**src/rtl/rx_stamp_latch.sv**
```systemverilog
module rx_stamp_latch #(
  parameter int NPORT = 4,
  parameter int TW    = 64,
  parameter int RW    = 32,
  parameter int AW    = 3
) (
  input  logic             clk,
  input  logic             rst_n,
  input  logic [TW-1:0]    sys_time,
  input  logic [NPORT-1:0] frame_sof,
  input  logic             wr_en,
  input  logic [AW-1:0]    wr_addr,
  input  logic [AW-1:0]    rd_addr,
  output logic [RW-1:0]    rd_data
);
  localparam int IW = $clog2(NPORT);
  localparam logic [AW-1:0] FLAG_ADDR = AW'(NPORT);

  logic [RW-1:0]    stamp [NPORT];
  logic [NPORT-1:0] armed, valid, hit;
  logic             arm;

  assign arm = wr_en && (wr_addr == '0);
  assign hit = arm ? '0 : (armed & frame_sof);

  for (genvar i = 0; i < NPORT; i++) begin : g_port
    always_ff @(posedge clk) begin
      if (!rst_n)      stamp[i] <= '0;
      else if (hit[i]) stamp[i] <= sys_time[RW-1:0];
    end
  end

  always_ff @(posedge clk) begin
    if (!rst_n) begin
      armed <= '0;
      valid <= '0;
    end else if (arm) begin
      armed <= '1;
      valid <= '0;
    end else begin
      armed <= armed & ~hit;
      valid <= valid | hit;
    end
  end

  always_comb begin
    rd_data = '0;
    if (rd_addr < FLAG_ADDR) begin
      rd_data = stamp[rd_addr[IW-1:0]];
    end else if (rd_addr == FLAG_ADDR) begin
      rd_data[NPORT-1:0]       = valid;
      rd_data[2*NPORT-1:NPORT] = armed;
    end
  end
endmodule


```
**config.mk**
```make
export PLATFORM = sky130hd
export DESIGN_NAME = rx_stamp_latch
export DESIGN_NICKNAME = d
export VERILOG_FILES = /design/src/rtl/rx_stamp_latch.sv
export SDC_FILE = /design/constraint.sdc
export NUM_CORES = 1
export LEC_CHECK = 0
export ABC_AREA = 1
export BUFFER_PORTS_ARGS = -buffer_cell sky130_fd_sc_hd__buf_4
export CAP_MARGIN = 40
export CORE_MARGIN = 2
export CORE_UTILIZATION = 55
export DETAILED_ROUTE_END_ITERATION = 8
export PLACE_DENSITY = 0.78
export SLEW_MARGIN = 5
export SYNTH_ARGS = -nofsm -noshare
export SYNTH_HDL_FRONTEND = slang
export SYNTH_SLANG_ARGS = --single-unit
```
**constraint.sdc**
```tcl
create_clock -name clk -period 2.3 [get_ports clk]
set_input_delay 0.115 -clock clk [delete_from_list [all_inputs] [get_ports clk]]
set_output_delay 0.115 -clock clk [all_outputs]
set_load 0.03 [all_outputs]
```
==> results.yml, run 1 <==
run:
  cap_violations: 0
detailed_routing:
  vias_per_cell: 5.14
  vias: 4868
  detail_route.iter0.violations: 423
  wl_per_cell_um: 15.6
  drc: 0
  drt.antenna.violating_nets: 0
  firstDrtPassIters: 5
  route.final.wire_length_mm: 14.7
global_routing:
  track_usage_pct: 24.2
  grt_overflow: 0
  grt_max_degree: 40
  grt_first_pass_wirelength_mm: 23.2
  grt_pass1_vias: 4807
  antenna_found_initial: 0
placement:
  io_buffers: 76
  place_hpwl_mm: 8.42
  pre_cts_ws_ns: 0.643
  routabilityCongestion: 0.769
critical_path:
  path_class: "reg -> reg"
  cp.arrival_ns: 1.71
  crit_required_ns: 2.40
  crit_fanout: 23
  r2r_slack_ns: 0.69
  start_kind: "flop"
  endpoint_kind: "flop"
timing:
  fmax_ghz: 0.622
  setup_ws_ns: 0.693
  totalNegativeSetupSlack_ns: 0
  rsz0062_at_grt: "false"
  min_period_over_period_pct: 69.9
  slew_headroom_pct: 62.2
  setup_viol: 0
  worst_pin_slew_ns: 0.565
  layout_min_cycle_time_ns: 1.61
  fin_skew_ns: 0.00643
  hold_violations: 0
  slew_viol_final: 0
clocking:
  cts.sinks: 136
  cts_buffers: 17
  clkLatencyLatePin_ns: 0.41
  ctsHoldBuffers: 4
  htree_levels: 4
  postCtsSetupBuffers: 0
  clock_tree.buffer_depth: 2
  cts-root-buf: "clkbuf_16"
  cts_tree: "built"
  post_cts_resized: 0
  clkSlewWorstSetupHoldPaths_ns: 0.05
floorplanning:
  die_y_um: 112
  rows: 39
  die_area_um2: 12500
  die_w_um: 112
  ioPinCount: 109
  core_area_um2: 11400
  initial_core_util_pct: 56.2
final_layout:
  design.final.nets: 871
  num_antenna_cells: 0
  area_delta_synth_final_pct: 19.8
  drive_above_1_share_pct: 14.4
power_and_ir_drop:
  powerDensity_nw_per_um2: 751
  irDropWorstVdd_v: 0.000457
  leakage_uw: 0.00360
min_path:
  hold_path.class: "in -> reg"
status:
  outcome: "finished clean"
synthesis:
  synth_top_area_share_pct: 60.2
  synth_nets: 795
  synth.area.top_cells: "edfxtp_1 (60%), nand2_1 (9.5%), inv_1 (8.2%)"
  ys_seq_area_share_pct: 62.7
  synth_area_um2: 6390
  avgSynthCellArea_um2: 8.90
  ys_ff_latch: 136
  synth_top_cell_by_area: "edfxtp_1"
  synth.distinct_cells: 14
  synth-warning-count: 0
  syn_inst: 718
area by class of cell:
cell class / instances / area, µm²
Fill cell: 862 / 3710
Clock buffer: 22 / 444
Inverter: 141 / 529
Tap cell: 143 / 179
Multi-Input combinational cell: 404 / 1660
Sequential cell: 136 / 4000
Timing Repair Buffer: 94 / 778
Clock inverter: 7 / 56.3
Yosys cell counts:
library cell,number
nand2_1,161
inv_1,139
nor2_1,137
edfxtp_1,128
nand3_1,75
a21oi_1,28
buf_2,21
clkbuf_1,8
dfxtp_1,8
buf_4,7
inv_2,2
nand3_2,2
buf_1,1
nor3_2,1
per-layer routing:
metal,global-route usage (%),share of wire [%]
met1,27.6,38
met3,5.61,7.5
met2,43.8,53
met4,10.0,1.6
met5,0,0
logic make-up (layout without fill, tap and decap cells):
logic type	after synthesis	in the layout	share of synthesized area, %
compound gates	28	28	2.19
simple gates	376	376	23.9
buf+inv	178	264	11.3
flops	136	136	62.7
flip-flops by register name, summed over array words and instances, names as in the netlist:
| name | count |
|---|---|
| stamp | 128 |
| armed | 4 |
| valid | 4 |
metrics by stage:
stage	area, µm²	util [%]	hold WS, ns	power [µW]	std cells
after floorplan	6390	-	0.278	3220	718
after global placement	7110	62.6	0.377	3420	914
after detailed placement	7110	62.6	0.395	3440	914
after CTS	7650	67.3	0.0355	5770	947
after global routing	7650	67.3	0.0371	5930	947
final	7650	67.3	0.0452	5750	947
path summary, 6_finish.rpt:
path | start | cells after the start | to
min | sys_time[12] | 3 | stamp[3][12]
max | armed[3] | 5 | stamp[3][22]
max reg2reg | armed[3] | 5 | stamp[3][22]
min reg2reg | valid[0] | 2 | valid[0]
report_power, final:
| group | switching [µW] | internal (µW) |
|---|---|---|
| clock | 897 | 1450 |
| sequential | 27.8 | 2800 |
| combinational | 377 | 196 |
| total | 1300 | 4450 |
placed cells by master (no fill, tap or decap):
master           n
a21oi_1         28
buf_12           5
buf_4           85
bufinv_16        1
clkbuf_1         5
clkbuf_16       17
clkinv_1         3
clkinv_2         3
dfxtp_1          8
dlygate4sd3_1    4
edfxtp_1       128
inv_1          139
inv_2            2
nand2_1        161
nand3_1         75
nand3_2          2
nor2_1         137
nor3_2           1
worst max-delay path, stage by stage (launching register included):
cell	delay, ns
dfxtp_1	0.35
nand2_1	0.06
inv_1	0.09
nand2_1	0.07
nand2_1	0.43
buf_12	0.28
Note: power is estimated with default switching activity, not from simulation.
==> run 2, diff against run 1 <==
--- a/config.mk
+++ b/config.mk
@@ -9,9 +9,9 @@
 export BUFFER_PORTS_ARGS = -buffer_cell sky130_fd_sc_hd__buf_4
 export CAP_MARGIN = 40
 export CORE_MARGIN = 2
-export CORE_UTILIZATION = 55
+export CORE_UTILIZATION = 51
 export DETAILED_ROUTE_END_ITERATION = 8
-export PLACE_DENSITY = 0.78
+export PLACE_DENSITY = 0.76
 export SLEW_MARGIN = 5
 export SYNTH_ARGS = -nofsm -noshare
 export SYNTH_HDL_FRONTEND = slang
==> constraint.sdc (replaced) <==
create_clock -name clk -period 1.4 [get_ports clk]
set_input_delay 0.07 -clock clk [delete_from_list [all_inputs] [get_ports clk]]
set_output_delay 0.07 -clock clk [all_outputs]
set_load 0.03 [all_outputs]
==> run 2 against run 1 <==
Global-route usage is 0.46 points lower. Critical path depth unchanged. Sequential share of layout area shrank 2.7 points. Worst setup slack worse by 0.66 ns. Clock power grew 71%. Design area rose by 5.5%. Via count rose by 4.0%. Wire length increased by 3.5%. Combinational power grew 83%. Utilization fell by 0.62 points. Non-clock buffer count up 15. Largest cell class unchanged.
==> results.yml, run 2 (synthesis results as in run 1) <==
final_layout:
  area_delta_synth_final_pct: 26.5
  largest_reg_flops: 128
  nFillCells: 921
  num_antenna_cells: 0
  final_cell_mix: "nand2_1 (151), inv_1 (139), nor2_1 (137), edfxtp_1 (128), buf_4 (73)"
  post-route-util_pct: 66.7
  layout_commonest_cell: "nand2_1"
  regMostFlops: "stamp"
  design.final.nets: 886
  seqCellArea_um2: 4000
  multiInputGateArea_um2: 1780
  reg_top3: "stamp: 128 flops, armed: 4 flops, valid: 4 flops"
  drive_above_1_share_pct: 18.6
floorplanning:
  die_y_um: 116
  ioPinCount: 109
  rows: 40
  die_w_um: 116
  core_area_um2: 12100
  die_area_um2: 13400
  initial_core_util_pct: 52.7
critical_path:
  crit_required_ns: 1.33
  r2r-start: "armed[0]"
  cp.arrival_ns: 1.30
  endpoint_kind: "output pin"
  r2r_slack_ns: 0.15
  r2r-end: "stamp[0][23]"
  start_kind: "flop"
  crit_fanout: 1
  path_class: "reg -> out"
  worstRegToRegCells: 5
power_and_ir_drop:
  irDropWorstVdd_v: 0.000938
  powerDensity_nw_per_um2: 1200
  leakage_uw: 0.00375
placement:
  routabilityCongestion: 0.763
  place_hpwl_mm: 8.73
  io_buffers: 76
global_routing:
  grt_util_met3_pct: 5.18
  grt_max_degree: 43
  use_met2_pct: 42.3
  antenna_found_initial: 0
  grt_overflow: 0
  use_met1_pct: 28.6
  grt_pass1_vias: 5034
  grt_busiest_layer: "met2"
  track_usage_pct: 23.8
  grt_first_pass_wirelength_mm: 23.9
min_path:
  whs_endpoint: "stamp[1][9]"
  holdPathStages: 3
  min_from: "sys_time[9]"
  hold_path.class: "in -> reg"
detailed_routing:
  drc: 0
  route.final.wire_length_mm: 15.2
  wl_per_cell_um: 15.4
  vias: 5065
  detail_route.iter0.violations: 529
  drt.antenna.violating_nets: 0
  vias_per_cell: 5.12
  firstDrtPassIters: 5
clocking:
  cts_tree: "built"
  clkSlewWorstSetupHoldPaths_ns: 0.06
  cts-root-buf: "clkbuf_16"
  cts.sinks: 136
  clock_tree.buffer_depth: 2
  cts_buffers: 17
  clkLatencyLatePin_ns: 0.41
  htree_levels: 4
timing:
  worst_pin_slew_ns: 0.393
  fin_skew_ns: 0.00806
  hold_violations: 0
  rsz0062_at_grt: "true"
  min_period_over_period_pct: 97.7
  slew_headroom_pct: 73.8
  layout_min_cycle_time_ns: 1.37
  slew_viol_final: 0
  fmax_ghz: 0.731
  whs_ns: 0.00264
  setup_viol: 0
status:
  outcome: "finished clean"
run:
  cap_violations: 0
-- run 2: cell count changes in the layout (fill, tap and decap cells not counted), sizes merged --
cell,delta
bufinv,-1
dlygate4sd3,+11
clkinv,-2
clkbuf,+6
buf,+4
-- run 2: area by class of cell --
class,count,share of cell area (%)
Sequential cell,136,49.6
Multi-Input combinational cell,404,22.0
Timing Repair Buffer,109,12.7
Inverter,141,6.55
Clock buffer,28,6.41
Tap cell,168,2.60
Clock inverter,4,0.248
-- run 2: per-layer routing --
metal  routed length, µm  part of all wire, %
met1                5760                   38
met2                8120                   53
met3                1140                  7.5
met4                 234                  1.5
met5                   0                    0
-- run 2: power by group --
group,internal (µW),switching [µW]
Sequential,4600,45.9
Combinational,388,659
Clock,2500,1510
Total,7490,2210
-- run 2: what timing repair did --
action	4_1_cts	5_1_grt
hold endpoints to repair	28	0
setup endpoints to repair	2	18
pin swaps	0	4
resized for setup	3	33
setup buffers	0	0
hold buffers	15	0
-- run 2: worst max-delay path by stage --
stage	from	to	slack, ns
6_report	stamp[1][10]	rd_data[10]	0.03
5_1_grt	stamp[1][12]	rd_data[12]	-0.03
4_1_cts	stamp[0][21]	rd_data[21]	0.01
3_5_place_dp	wr_addr[1]	stamp[1][4]	0.08
3_3_place_gp	wr_addr[1]	stamp[1][26]	0.12
2_1_floorplan	armed[0]	stamp[0][0]	0.09
-- run 2: stage by stage --
step | cell area [µm²] | setup TNS [ns] | total power, µW | worst slack (ns) | std cells
2_1_floorplan | 6400 | 0 | 5280 | 0.0891 | 718
3_3_place_gp | 7250 | 0 | 5650 | 0.124 | 943
3_5_place_dp | 7250 | 0 | 5690 | 0.0798 | 943
4_1_cts | 7950 | 0 | 9660 | 0.0140 | 990
5_1_grt | 8080 | -0.164 | 10000 | -0.0292 | 990
6_report | 8080 | 0 | 9700 | 0.0315 | 990
-- run 2: critical path: stages (launching register included) --
cell and delay (ns):
edfxtp_1 0.32, inv_1 0.04, nand2_1 0.05, nand3_1 0.09, a21oi_1 0.20, buf_4 0.19
